File: config.mk
export PLATFORM = sky130hd
export DESIGN_NAME = nop_issue_classifier
export DESIGN_NICKNAME = d
export VERILOG_FILES = /design/src/rtl/nop_issue_classifier.sv
export SDC_FILE = /design/constraint.sdc
export NUM_CORES = 1
export LEC_CHECK = 0
export ABC_AREA = 1
export BUFFER_PORTS_ARGS = -buffer_cell sky130_fd_sc_hd__buf_2
export CAP_MARGIN = 20
export CELL_PAD_IN_SITES_DETAIL_PLACEMENT = 1
export CELL_PAD_IN_SITES_GLOBAL_PLACEMENT = 1
export CORE_ASPECT_RATIO = 1.4
export CORE_MARGIN = 10
export CORE_UTILIZATION = 30
export CTS_CLUSTER_DIAMETER = 150
export DETAILED_ROUTE_END_ITERATION = 16
export PLACE_DENSITY = 0.78
export SLEW_MARGIN = 30
export SYNTH_ARGS = -nofsm -noshare
export SYNTH_HDL_FRONTEND = slang
export SYNTH_SLANG_ARGS = --single-unit
File: constraint.sdc
create_clock -name clk -period 1.7 [get_ports clk]
set_clock_uncertainty 0.15 [all_clocks]
set_input_delay 0.255 -clock clk [delete_from_list [all_inputs] [get_ports clk]]
set_output_delay 0.255 -clock clk [all_outputs]
set_load 0.01 [all_outputs]
File: src/rtl/nop_issue_classifier.sv
module nop_issue_classifier #(
  parameter int NREG        = 16,
  parameter int XCHG_CYCLES = 3,
  parameter int BASE_CYCLES = 1,
  localparam int RW = $clog2(NREG),
  localparam int CW = $clog2(XCHG_CYCLES + 1)
) (
  input  logic          clk,
  input  logic          rst_n,
  input  logic          in_valid,
  output logic          in_ready,
  input  logic [7:0]    op_b0,
  input  logic [7:0]    op_b1,
  input  logic          mode64,
  input  logic          op32,
  input  logic [RW-1:0] src_reg,
  input  logic [RW-1:0] dst_reg,
  input  logic [NREG-1:0] busy_mask,
  output logic          iss_valid,
  output logic [1:0]    iss_cls,
  output logic [CW-1:0] iss_cycles,
  output logic          iss_zext,
  output logic          iss_mark,
  output logic [RW-1:0] iss_dst
);
  localparam logic [1:0] CLS_OTHER = 2'd0;
  localparam logic [1:0] CLS_NOP   = 2'd1;
  localparam logic [1:0] CLS_XCHG  = 2'd2;

  logic [CW-1:0] occ;

  wire nop1    = op_b0 == 8'h90;
  wire xch_acc = (op_b0[7:3] == 5'b10010) && (op_b0[2:0] != 3'd0);
  wire xch_rr  = (op_b0 == 8'h87) && (op_b1[7:6] == 2'b11);
  wire xch     = xch_acc | xch_rr;
  wire mnop    = (op_b0 == 8'h0F) && (op_b1 == 8'h1F);
  wire writes  = !nop1 && !mnop;
  wire hazard  = busy_mask[src_reg] | busy_mask[dst_reg];

  wire [CW-1:0] cyc_sel = xch ? CW'(XCHG_CYCLES) : CW'(BASE_CYCLES);
  wire [1:0]    cls_sel = nop1 ? CLS_NOP : (xch ? CLS_XCHG : CLS_OTHER);

  assign in_ready = (occ == '0) && (nop1 || !hazard);
  wire fire = in_valid && in_ready;

  always_ff @(posedge clk or negedge rst_n) begin
    if (!rst_n) begin
      occ        <= '0;
      iss_valid  <= 1'b0;
      iss_cls    <= CLS_OTHER;
      iss_cycles <= '0;
      iss_zext   <= 1'b0;
      iss_mark   <= 1'b0;
      iss_dst    <= '0;
    end else begin
      iss_valid <= fire;
      if (fire)
        occ <= cyc_sel - CW'(1);
      else if (occ != '0)
        occ <= occ - CW'(1);
      if (fire) begin
        iss_cls    <= cls_sel;
        iss_cycles <= cyc_sel;
        iss_zext   <= mode64 && op32 && writes;
        iss_mark   <= writes;
        iss_dst    <= dst_reg;
      end
    end
  end
endmodule

After elaboration in Yosys (flattened, before gate mapping):

Cells that the tools add are included.

* bits of input ports: 45
* word-level logic and storage cells: 44
* output and inout bits: 12
* bits in latches: 0
* memories kept: 0
* register bits after elaboration: 13
* bits in read-only memories: 0
* memory bits (writable): 0

* order comparisons: 2
* divide/modulo/power cells: 0
* multiplexer cells: 9
* multiply operators: 0
* equal/unequal tests: 6
* reductions and logical operators: 16
* add/sub/neg operators: 2
* shifts and indexed selects: 0
* bitwise logic cells: 2

Operators with widths (count)
* equality test 8 bit, second input constant: 2
* < comparator 4 x 5 -> 1 bit, second input constant: 2
* 2-to-1 mux 2 bit: 5
* binary-select mux 1 bit (select 4 bit): 2
* equality test 8 x 4 -> 1 bit, second input constant: 1
* equality test 8 x 5 -> 1 bit, second input constant: 1
* logical AND 1 bit: 8
* equality test 5 bit, second input constant: 1
* nonzero test 2 bit: 2
* subtractor 2 x 1 -> 2 bit, second input constant: 2
* logical NOT 1 bit: 3
* nonzero test 3 bit: 1
* equality test 2 bit, second input constant: 1
* logical NOT 2 bit: 1
* 2-to-1 mux 1 bit: 2
* OR 1 bit: 2
* logical OR 1 bit: 1

Logic depth before layout (Yosys ltp):

* depth in word-level cells: 8
* gate-level depth with buffers: 14

Worst setup path before layout:

Ideal clock, no wire load.

* path kind: input -> register
* from: input port dst_reg[0]
* to: register iss_mark
* stages on the path: 14
* arrival: 1237 ps
* data required time: 1434 ps
* buffers on the path: 2
* slack: 197 ps
* setup time: 116 ps
* cell sequence: buf_6 -> inv_8 -> nand2_1 -> nand3_1 -> nand3_1 -> nand2_1 -> nand2_1 -> nand2_1 -> nand2_2 -> nand2_4 -> nand3_4 -> buf_6 -> nand2_2 -> nand2_2

* word-level cells in the longest chain between the ends: 7

Ends and longest elaborated chain
* start: declaration: RTL line 17 `input logic [RW-1:0] dst_reg,`
* binary-select mux 1 bit (select 4 bit): RTL line 38 `wire hazard = busy_mask[src_reg] | busy_mask[dst_reg];`
* 2-to-1 mux 1 bit (not written as such): RTL line 38
* OR 1 bit: RTL line 38
* logical NOT 1 bit: RTL line 43 `assign in_ready = (occ == '0) && (nop1 || !hazard);`
* logical OR 1 bit: RTL line 43
* logical AND 1 bit: RTL line 43
* logical AND 1 bit: RTL line 44 `wire fire = in_valid && in_ready;`
* end signal: assignment: RTL line 65 `iss_mark <= writes;`
* end: declaration: RTL line 23 `output logic iss_mark,`

Every way passes these cells. The select of a mux whose other input is x is not followed.
A chain may end at the register's enable or synchronous reset.

Worst setup path after layout:

* from: input port op_b0[7]
* to: output port in_ready

* word-level cells in the longest chain between the ends: 3

Ends and longest elaborated chain
* start: declaration: RTL line 12 `input logic [7:0] op_b0,`
* equality test 8 bit: RTL line 32 `wire nop1 = op_b0 == 8'h90;`
* logical OR 1 bit: RTL line 43
* logical AND 1 bit: RTL line 43
* end: declaration: RTL line 11 `output logic in_ready,`

Every way passes these cells.

==> results by group <==
Worst setup path
  – Startpoint Class: input pin
  – WP data arrival: 1.20 ns
  – CP Max Fanout: 2
  – Req. time, crit path: 1.29 ns
  – R2R Setup Slk: 0.38 ns
  – CP Class: in2out
  – CP endpoint kind: output port

Floorplan
  – Die height: 92.5 µm
  – Num ports: 57
  – Core area: 3640 µm²
  – Full die area: 6640 µm²
  – Initial Utilization: 30.9%
  – Num rows: 26
  – Die Width: 71.8 µm

Power
  – P per Cell Area: 648 nW/µm²
  – Comb pwr share: 36.1%
  – Max VDD drop: 564 µV
  – Flop pwr share: 37.6%
  – Final total power: 0.00103 W
  – Net Switching: 0.000341 W
  – Switching share of power: 33.3%
  – Clock power frac: 26.2%
  – Pint: 0.000685 W
  – Static Leak: 0.960 nW

Detailed routing
  – Final wirelength: 3.87 mm
  – Residual DRC: 0
  – Vias per cell: 4.71
  – DR iter-0 viols: 43
  – Final ANT Viol Nets: 0
  – DR vias: 1333
  – DR WL/cell: 13.7 µm
  – DRT Pass-1 Iters: 4

Synth
  – Ranking of synthesized cells by area: dfrtp_1 (29%), nand2_1 (18%), inv_1 (12%)
  – Post-synth EDFFs: 0
  – Post-synth top cells: nand2_1 (53), inv_1 (37), nand3_1 (27)
  – Syn Nets: 221
  – FFs w/ async S/R, synth: 100%
  – Sequential-to-total area share from yosys stat: 28.9%
  – Post-Syn Instances: 176
  – Synthesized area: 1130 µm²
  – Post-synth top area share: 28.9%
  – Unique masters post-synth: 18
  – YS warnings: 0
  – Cell accounting for the most synthesized area: dfrtp_1
  – Main synth FF type: dfrtp_1
  – Avg Inst Size Synth: 6.41 µm²
  – FF+latch count, synth: 13
  – Cell with the most instances after synthesis: nand2_1

Cells and area
  – Area growth syn-to-layout: 40.5%
  – Share of cells above drive strength 1: 39.4%
  – # diodes: 0
  – Nets: 287
  – Util after Layout: 43.5%

Global routing
  – Total track usage: 10.8%
  – Vias in the first global route: 1390
  – Largest net degree at the start of global routing: 14
  – GRT overflow: 0
  – Initial antenna violation count: 0
  – First-pass GRT wire length: 6.03 mm

Clocking
  – CTS Sinks: 13
  – CTS buffer count: 3
  – CTS tree: done
  – Clk pin slew, worst setup/hold paths: 0.05 ns
  – H-tree depth: 1
  – Root buffer cell: clkbuf_8
  – Maximum root-to-sink buffer count: 2
  – Clk Latency, worst-skew pair: 0.24 ns

Timing
  – Max Freq: 622 MHz
  – Worst setup margin: 0.0930 ns
  – Slew @ Worst Pin: 0.359 ns
  – Min Tclk post-route: 1.61 ns
  – Final period utilization: 94.5%
  – Fin. max-slew vios: 0
  – Endpoints failing setup: 0
  – Worst slew margin: 75.8%
  – Hold Violations, Final: 0

Min path
  – Worst Hold Class: in2reg

Placed design
  – Port Buffers: 56
  – Gpl congestion: 0.857
  – Detailed placer's ending HPWL: 3.25 mm
  – Pre-CTS setup slack: -0.0612 ns

Run
  – MaxCap Viol Count: 0

Run status
  – Status: finished clean
[kinds of logic after synthesis]
logic type      after synthesis  share of synthesized area (%)
flops                        13                           28.9
buf+inv                      43                           17.8
compound gates                2                           1.44
simple gates                118                           51.9
[path summary, 6_finish.rpt]
path                                            from                        end  depth (start not counted)
min in group asynchronous                      rst_n       iss_mark$_DFFE_PN0P_                          2
min                                       dst_reg[3]     iss_dst[3]$_DFFE_PN0P_                          3
max                                         op_b0[7]                   in_ready                         10
max reg2reg                       occ[1]$_DFFE_PN0P_       iss_mark$_DFFE_PN0P_                          4
max in group asynchronous                      rst_n         occ[0]$_DFFE_PN0P_                          2
min reg2reg                iss_cycles[0]$_DFFE_PN0P_  iss_cycles[0]$_DFFE_PN0P_                          2
[flip-flops by register name, summed over array words and instances (netlist names)]
name,cells
iss_dst,4
iss_cls,2
iss_zext,1
iss_mark,1
iss_cycles,2
occ,2
iss_valid,1
[layout by cell type, fill, tap and decap left out, types with 2 or more instances in the layout]
| cell type | instances |
|---|---|
| dfrtp_1 | 13 |
| nand4_1 | 12 |
| nor4_1 | 2 |
| nand2_1 | 51 |
| inv_8 | 2 |
| inv_2 | 4 |
| inv_1 | 33 |
| nor2_1 | 3 |
| nand3_1 | 27 |
| buf_6 | 5 |
| nand2_2 | 17 |
| buf_4 | 8 |
| buf_2 | 51 |
| clkbuf_8 | 3 |
[power groups by stage]
stage                     Sequential [W]  Clock, W  Combinational, W
after floorplan                 0.000412         0          0.000173
after global placement          0.000390         0          0.000344
after detailed placement        0.000391         0          0.000352
after CTS                       0.000386  0.000280          0.000358
after global routing            0.000392  0.000294          0.000411
final                           0.000386  0.000269          0.000371
[critical path, cell delays in order]
cell	delay (ns)
buf_6	0.07
inv_2	0.03
nor2_4	0.10
nand2_2	0.08
nor3_4	0.17
nand4_1	0.17
nand2_4	0.12
nand2_2	0.05
inv_2	0.06
buf_6	0.09
[per-layer routing]
metal	vias to the layer above	GRT usage, %	part of all wire (%)
met2	36	20.1	54
met4	0	2.43	0.41
met5	-	0	0
met1	612	11.2	38
li1	683	-	-
met3	2	3.53	7.2
[stage by stage]
| step | area [µm²] | TNS (ns) | cells | hold WS (ns) |
|---|---|---|---|---|
| 6_report | 1580 | 0 | 283 | 0.159 |
| 5_1_grt | 1580 | -0.00103 | 283 | 0.165 |
| 4_1_cts | 1520 | 0 | 279 | 0.156 |
| 3_5_place_dp | 1440 | -0.282 | 273 | 0.00542 |
| 3_3_place_gp | 1440 | -0.121 | 273 | 0.0000909 |
| 2_1_floorplan | 1130 | 0 | 176 | -0.191 |
[final cells by class]
type                    count  area (µm²)
clock buffers               4        45.0
well taps                  42        52.6
inverters                  39         161
fillers                   521        2060
multi-input cells         120         618
repair buffers             65         382
flip-flops and latches     13         325
[repair_timing]
| item | in CTS | in global routing |
|---|---|---|
| pin swaps | 2 | 4 |
| setup endpoints to repair | 1 | 1 |
| hold buffers | 1 | 0 |
| endpoints found under the hold margin | 13 | 0 |
| resized for setup | 3 | 13 |
| buffers inserted | 1 | 4 |
Note: power is estimated with default switching activity, not from simulation.
